$ cat config.mk
export PLATFORM = sky130hd
export DESIGN_NAME = reseed_sng
export DESIGN_NICKNAME = d
export VERILOG_FILES = /design/src/rtl/srg_pkg.sv /design/src/rtl/srg_edge.sv /design/src/rtl/srg_lfsr.sv /design/src/rtl/srg_seed.sv /design/src/rtl/srg_ctrl.sv /design/src/rtl/reseed_sng.sv
export SDC_FILE = /design/constraint.sdc
export NUM_CORES = 1
export LEC_CHECK = 0
export ABC_AREA = 1
export ABC_CLOCK_PERIOD_IN_PS = 3600
export BUFFER_PORTS_ARGS = -buffer_cell sky130_fd_sc_hd__clkbuf_2
export CORE_MARGIN = 1
export CORE_UTILIZATION = 60
export DETAILED_ROUTE_END_ITERATION = 10
export PLACE_DENSITY_LB_ADDON = 0.15
export SYNTH_ARGS = -nofsm -noshare
export SYNTH_HDL_FRONTEND = slang
export SYNTH_SLANG_ARGS = --single-unit
$ cat constraint.sdc
create_clock -name clk -period 3.6 [get_ports clk]
set_input_delay 0.36 -clock clk [delete_from_list [all_inputs] [get_ports clk]]
set_output_delay 0.36 -clock clk [all_outputs]
set_load 0.01 [all_outputs]
$ cat src/rtl/srg_pkg.sv
package srg_pkg;

   localparam int unsigned SRG_MIN_W = 3;
   localparam int unsigned SRG_MAX_W = 16;

   // Feedback tap mask of a maximal-length register, bit i set = tap on bit i.
   function automatic logic [SRG_MAX_W-1:0] srg_taps(input int unsigned w);
      logic [SRG_MAX_W-1:0] m;
      m = '0;
      case (w)
         3:  begin m[2] = 1'b1; m[1] = 1'b1; end
         4:  begin m[3] = 1'b1; m[2] = 1'b1; end
         5:  begin m[4] = 1'b1; m[2] = 1'b1; end
         6:  begin m[5] = 1'b1; m[4] = 1'b1; end
         7:  begin m[6] = 1'b1; m[5] = 1'b1; end
         8:  begin m[7] = 1'b1; m[5] = 1'b1; m[4] = 1'b1; m[3] = 1'b1; end
         9:  begin m[8] = 1'b1; m[4] = 1'b1; end
         10: begin m[9] = 1'b1; m[6] = 1'b1; end
         11: begin m[10] = 1'b1; m[8] = 1'b1; end
         12: begin m[11] = 1'b1; m[5] = 1'b1; m[3] = 1'b1; m[0] = 1'b1; end
         13: begin m[12] = 1'b1; m[3] = 1'b1; m[2] = 1'b1; m[0] = 1'b1; end
         14: begin m[13] = 1'b1; m[4] = 1'b1; m[2] = 1'b1; m[0] = 1'b1; end
         15: begin m[14] = 1'b1; m[13] = 1'b1; end
         default: begin m[15] = 1'b1; m[14] = 1'b1; m[12] = 1'b1; m[3] = 1'b1; end
      endcase
      return m;
   endfunction

endpackage

$ cat src/rtl/srg_edge.sv
module srg_edge (
   input  logic clk,
   input  logic rst_n,
   input  logic level,
   output logic rise
);
   logic level_q;

   always_ff @(posedge clk) begin
      if (!rst_n) level_q <= 1'b0;
      else        level_q <= level;
   end

   assign rise = level & ~level_q;
endmodule

$ cat src/rtl/srg_lfsr.sv
module srg_lfsr
   import srg_pkg::*;
#(
   parameter int unsigned WIDTH = 16
) (
   input  logic             clk,
   input  logic             rst_n,
   input  logic             load,
   input  logic [WIDTH-1:0] load_val,
   input  logic             advance,
   output logic [WIDTH-1:0] word
);
   localparam logic [SRG_MAX_W-1:0] FULL_MASK = srg_taps(WIDTH);
   localparam logic [WIDTH-1:0]     TAP_MASK  = FULL_MASK[WIDTH-1:0];

   // Running XOR over the tapped bits, one stage per bit position.
   logic [WIDTH:0] chain;
   assign chain[0] = 1'b0;

   for (genvar i = 0; i < WIDTH; i++) begin : g_tap
      if (TAP_MASK[i]) begin : g_on
         assign chain[i+1] = chain[i] ^ word[i];
      end else begin : g_off
         assign chain[i+1] = chain[i];
      end
   end

   always_ff @(posedge clk) begin
      if (!rst_n)       word <= '0;
      else if (load)    word <= load_val;
      else if (advance) word <= {word[WIDTH-2:0], chain[WIDTH]};
   end
endmodule

$ cat src/rtl/srg_seed.sv
module srg_seed #(
   parameter int unsigned WIDTH = 16
) (
   input  logic             clk,
   input  logic             rst_n,
   input  logic [WIDTH-1:0] seed_init,
   input  logic             bump,
   output logic [WIDTH-1:0] seed
);
   localparam logic [WIDTH-1:0] ONE = {{(WIDTH-1){1'b0}}, 1'b1};

   logic [WIDTH-1:0] init_safe;
   logic [WIDTH-1:0] plus_one;
   logic [WIDTH-1:0] bump_safe;

   assign init_safe = (seed_init == '0) ? ONE : seed_init;
   assign plus_one  = seed + ONE;
   assign bump_safe = (plus_one == '0) ? ONE : plus_one;

   always_ff @(posedge clk) begin
      if (!rst_n)    seed <= init_safe;
      else if (bump) seed <= bump_safe;
   end
endmodule

$ cat src/rtl/srg_ctrl.sv
module srg_ctrl #(
   parameter int unsigned WIDTH = 16
) (
   input  logic clk,
   input  logic rst_n,
   input  logic rise,
   output logic launch,
   output logic busy,
   output logic finish,
   output logic done
);
   localparam logic [WIDTH-1:0] LAST = {WIDTH{1'b1}} - 1'b1;

   logic [WIDTH-1:0] cnt;

   assign launch = rise & ~busy;
   assign finish = busy & (cnt == LAST);

   always_ff @(posedge clk) begin
      if (!rst_n) begin
         busy <= 1'b0;
         cnt  <= '0;
         done <= 1'b0;
      end else begin
         done <= finish;
         if (launch) begin
            busy <= 1'b1;
            cnt  <= '0;
         end else if (finish) begin
            busy <= 1'b0;
            cnt  <= '0;
         end else if (busy) begin
            cnt  <= cnt + 1'b1;
         end
      end
   end
endmodule

$ cat src/rtl/reseed_sng.sv
module reseed_sng
   import srg_pkg::*;
#(
   parameter int unsigned WIDTH = 16
) (
   input  logic             clk,
   input  logic             rst_n,
   input  logic             start,
   input  logic [WIDTH-1:0] value,
   input  logic [WIDTH-1:0] seed_init,
   output logic             stream_bit,
   output logic             stream_valid,
   output logic             done
);
   if (WIDTH < SRG_MIN_W || WIDTH > SRG_MAX_W) begin : g_bad_width
      $error("reseed_sng: WIDTH must lie between 3 and 16");
   end

   logic             rise;
   logic             launch;
   logic             busy;
   logic             finish;
   logic [WIDTH-1:0] seed;
   logic [WIDTH-1:0] lfsr_q;
   logic [WIDTH-1:0] frac_q;

   srg_edge u_edge (
      .clk   (clk),
      .rst_n (rst_n),
      .level (start),
      .rise  (rise)
   );

   srg_ctrl #(.WIDTH(WIDTH)) u_ctrl (
      .clk    (clk),
      .rst_n  (rst_n),
      .rise   (rise),
      .launch (launch),
      .busy   (busy),
      .finish (finish),
      .done   (done)
   );

   srg_seed #(.WIDTH(WIDTH)) u_seed (
      .clk       (clk),
      .rst_n     (rst_n),
      .seed_init (seed_init),
      .bump      (finish),
      .seed      (seed)
   );

   srg_lfsr #(.WIDTH(WIDTH)) u_lfsr (
      .clk      (clk),
      .rst_n    (rst_n),
      .load     (launch),
      .load_val (seed),
      .advance  (busy),
      .word     (lfsr_q)
   );

   always_ff @(posedge clk) begin
      if (!rst_n)      frac_q <= '0;
      else if (launch) frac_q <= value;
   end

   assign stream_valid = busy;
   assign stream_bit   = busy & (lfsr_q <= frac_q);
endmodule

**Word level (Yosys, flattened, before mapping)**

Cells that the tools add are included.

- Memory bits (read-only): 0
- Logic and storage cells: 35
- Input bits: 35
- Output and inout bits: 3
- Memories: 0
- Memory bits (writable): 0
- Register bits after elaboration: 67
- Latch bits: 0

- Muxes and demuxes: 8
- Reduce and logical (&&, ||, !) cells: 5
- $lt $le $gt $ge: 1
- Add/sub/neg operators: 2
- Multipliers: 0
- Bitwise gates (word level): 10
- Equal/unequal tests: 2
- Div/mod/pow operators: 0
- Shift operators: 0

Operators by type and width:

| operator | number |
|---|---|
| $mux W16 | 6 |
| $add A16 B1 Y16 const B | 2 |
| $logic_not A16 Y1 | 2 |
| $eq A16 B16 Y1 const B | 1 |
| $le A16 B16 Y1 | 1 |
| $and A1 B1 Y1 | 4 |
| $reduce_bool A2 Y1 | 2 |
| $not A1 Y1 | 3 |
| $reduce_or A3 Y1 | 1 |
| $xor A1 B1 Y1 | 3 |
| $mux W1 | 2 |
| $ne A2 B1 Y1 const B | 1 |

**Depth between registers and ports, before layout**

- Word-level depth: 5
- Depth in mapped cells: 12
- Gate-level depth less buffers: 12

**By module**

A second synthesis with hierarchy kept.

- Cell total of the unflattened synthesis: 549
- Area total of the unflattened synthesis: 3896.2 um^2

By module, submodules not included:

| module | area each (um^2) | cells an instance | times used |
|---|---|---|---|
| srg_seed | 1149.9 | 163 | 1 |
| reseed_sng | 947.2 | 126 | 1 |
| srg_ctrl | 919.6 | 124 | 1 |
| srg_lfsr | 842.1 | 131 | 1 |
| srg_edge | 37.5 | 5 | 1 |

**Least setup slack after synthesis**

Ideal clock, no wire load.

- Path kind: register to output
- Start point: register u_lfsr.word[3]
- End point: output port stream_bit
- Arrival time: 1.293 ns
- Stages on the path, launching flop included: 8
- Setup slack: 1.947 ns
- Required time: 3.240 ns
- Path buffers: 0
- Cell sequence: dfxtp_1 ha_1 a21oi_1 o21a_1 nor2_1 o21ai_0 nand2_1 a21oi_1

- Cells in the longest elaborated chain, start to end: 2

RTL lines:

| item | RTL line | source |
|---|---|---|
| start: declaration | srg_lfsr.sv:11 | `output logic [WIDTH-1:0] word` |
| start signal: assignment | srg_lfsr.sv:30 | `else if (load) word <= load_val;` |
| start signal: assignment | srg_lfsr.sv:31 | `else if (advance) word <= {word[WIDTH-2:0], chain[WIDTH]};` |
| $le A16 B16 Y1 | reseed_sng.sv:67 | `assign stream_bit = busy & (lfsr_q <= frac_q);` |
| $and A1 B1 Y1 | reseed_sng.sv:67 |  |
| end: declaration | reseed_sng.sv:11 | `output logic stream_bit,` |

No other way between the ends.

**Final worst setup path**

- Start point: register u_lfsr.word[15]
- End point: output port stream_bit

Same word-level chain as after synthesis.

==> impl_metrics.tcl <==
set metrics [dict create \
    status "finished clean" \
    hold_start "start" \
    hold_path.class "input pin to flip-flop" \
    grt.total_usage 0.280 \
    clockRootBuffer "clkbuf_8" \
    die_area_um2 6550 \
    io_buffers 37 \
    drt-pass1-iter-count 4 \
    fin_nets 606 \
    synth_nets 570 \
    ios 38 \
    fp.dieW_um 81.0 \
    worstMarginPinSlew_ns 0.750 \
    ys.flop_type "dfxtp_1" \
    reg2reg_slack_ns 1.52 \
    grt_pass1_vias 3226 \
    holdPathEnd "u_edge.level_q" \
    place_hpwl_um 6020 \
    rows 28 \
    clockBufferDepth 2 \
    utilization 0.703 \
    drive_gt1_frac 0.136 \
    crit_fanout 3 \
    max_stage_delay_ns 0.34 \
    crit_family "simple AND/OR/NAND/NOR gates" \
    timing.rr.end "u_seed.seed[7]" \
    drt_wl_total_um 8320 \
    ys_ff_latch 67 \
    hold_depth 3 \
    crit_top_cell "nand2_1" \
    cts_tree "yes" \
    htreeDepth 3 \
    setup_tns_ns 0 \
    antenna_found_initial 0 \
    peakVddDrop_mv 0.315 \
    route.detailed.drc 0 \
    start_util 0.628 \
    slew_headroom 0.499 \
    synth_seq_area_share 0.401 \
    worstPathCellList "ha_1, nand2_1, inv_1, nand3_1, nor3_1, o21ai_0, nand2_1, a21oi_1, clkbuf_2" \
    grt_setup_unrepaired "false" \
    cts_sinks 67 \
    drv_cap 0 \
    setup_viol 0 \
    critPathKind "flip-flop to output port" \
    finalPower_uw 1770 \
    required_ns 3.24 \
    slowest_stage "dfxtp_1" \
    setup_slack_ns 1.26 \
    antennaDiodeCount 0 \
    synth_edf_count 16 \
    cellLeakagePower_uw 0.00194 \
    syn2layout_area_growth_pct 12.0 \
    coreArea_um2 5960 \
    post-place-ws_ns 1.54 \
    clk_latency_ns 0.35 \
    path_clk_slew_ns 0.07 \
    syn_area_um2 3740 \
    ys_warn_count 0 \
    finalMaxSlewViolations 0 \
    fin_crit_sh 0.651 \
    gp_congestion 0.868 \
    die_y_um 81.0 \
    post_drt_wl_per_cell_um 13.2 \
    hold_buffers 0 \
    cp_num_buf_inv 2 \
    dp_cells 616 \
    postCtsSetupRepairBufs 0 \
    dr_total_vias 3364 \
    worst-r2r-cell-count 4 \
    numCtsBuffers 9 \
    grt_first_pass_wirelength_um 14000 \
    cp-end-kind "output port" \
    ys_async_sr_fraction 0 \
    yosysUniqueCellTypes 38 \
    period_minus_slack_ns 2.34 \
    finalHoldViolCount 0 \
    syn_avg_cell_area_um2 7.25 \
    critPathLaunchType "flip-flop" \
    grt_max_degree 46 \
    skew_ns 0.00578 \
    final_cells 632 \
    fmax_mhz 427 \
    via_per_inst 5.32 \
    crit_arrival_ns 1.98 \
    grt-ovfl-total 0 \
    cts_resized 0 \
    timing.rr.start "u_ctrl.busy" \
    synth_cells 516 \
    drtAntennaViolNets 0 \
    drtIter0Drc 158 \
    powerDensity_nw_per_um2 424 \
]
==> tightest hold or removal path, delay by kind of cell <==
family | cells | cell delay (ns)
buffers and inverters | 2 | 0.13
and+or+nand+nor | 1 | 0.04
==> stage by stage <==
step	cell area (um2)	hold slack (ns)
6_report	4190	0.202
5_1_grt	4190	0.204
4_1_cts	4190	0.203
3_5_place_dp	3980	0.456
3_3_place_gp	3980	0.444
2_1_floorplan	3740	0.433
==> cell usage in the layout (no fill, tap or decap), types with 5 or more instances in the layout <==
| cell type | synthesis | routed |
|---|---|---|
| a21oi_1 | 38 | 38 |
| clkbuf_2 | 0 | 37 |
| clkbuf_8 | 0 | 11 |
| dfxtp_1 | 51 | 51 |
| edfxtp_1 | 16 | 16 |
| ha_1 | 19 | 19 |
| inv_1 | 73 | 73 |
| nand2_1 | 145 | 145 |
| nand3_1 | 24 | 24 |
| nand4_1 | 9 | 9 |
| nor2_1 | 31 | 31 |
| nor2_2 | 7 | 7 |
| nor2_4 | 5 | 5 |
| nor3_1 | 7 | 7 |
| o21ai_0 | 36 | 36 |
| xnor2_1 | 6 | 6 |
| xor2_1 | 6 | 6 |
==> layout make-up <==
| type | instances | area (um2) |
|---|---|---|
| Tap cell | 75 | 93.8 |
| Clock buffer | 16 | 213 |
| Fill cell | 512 | 1770 |
| Multi-Input combinational cell | 359 | 1890 |
| Timing Repair Buffer | 40 | 208 |
| Sequential cell | 67 | 1500 |
| Inverter | 75 | 282 |
==> where the power goes <==
group	total, uW	internal, uW	switching (uW)
logic	253	97.4	156
clock network	660	373	287
registers	860	817	42.8
==> state kept, by name, indices dropped and copies added (netlist names) <==
name,count
u_seed.seed,16
u_ctrl.cnt,16
u_ctrl.busy,1
u_lfsr.word,16
u_edge.level_q,1
frac_q,16
u_ctrl.done,1
==> synth_stat cells, types with 3 or more instances <==
| library cell | count | share of area |
|---|---|---|
| o21ai_0 | 36 | 0.048 |
| a21oi_1 | 38 | 0.051 |
| clkbuf_1 | 7 | 0.0070 |
| nor2_2 | 7 | 0.012 |
| nor2_1 | 31 | 0.031 |
| xor2_1 | 6 | 0.014 |
| nand2_2 | 3 | 0.0050 |
| buf_1 | 4 | 0.0040 |
| nand2_1 | 145 | 0.15 |
| nor2_4 | 5 | 0.015 |
| dfxtp_1 | 51 | 0.27 |
| xnor2_1 | 6 | 0.014 |
| ha_1 | 19 | 0.064 |
| nand3_1 | 24 | 0.032 |
| nand4_1 | 9 | 0.015 |
| nand3_2 | 3 | 0.0080 |
| inv_1 | 73 | 0.073 |
| edfxtp_1 | 16 | 0.13 |
| nor3_1 | 7 | 0.0094 |
==> how the worst max path moves through the flow <==
stage | depth (start not counted) | to | from | slack, ns
after floorplan | 7 | stream_bit | u_lfsr.word[3] | 1.95
after global placement | 4 | u_seed.seed[15] | u_ctrl.busy | 1.61
after detailed placement | 4 | u_seed.seed[15] | u_ctrl.busy | 1.54
after CTS | 10 | stream_bit | frac_q[15] | 1.31
after global routing | 10 | stream_bit | frac_q[15] | 1.08
final | 9 | stream_bit | u_lfsr.word[15] | 1.26
==> cells by family after synthesis <==
kind of cell	share of synthesized area
simple gates	0.293
buf+inv	0.0930
compound gates	0.121
flops	0.401
fa+ha+maj	0.0636
xor+xnor	0.0281
==> routing by layer <==
layer | part of all wire | global-route usage
met1 | 0.45 | 0.337
met2 | 0.49 | 0.476
met3 | 0.035 | 0.0494
met4 | 0.019 | 0.143
met5 | 0 | 0
Power figures use the tool's default switching activity.
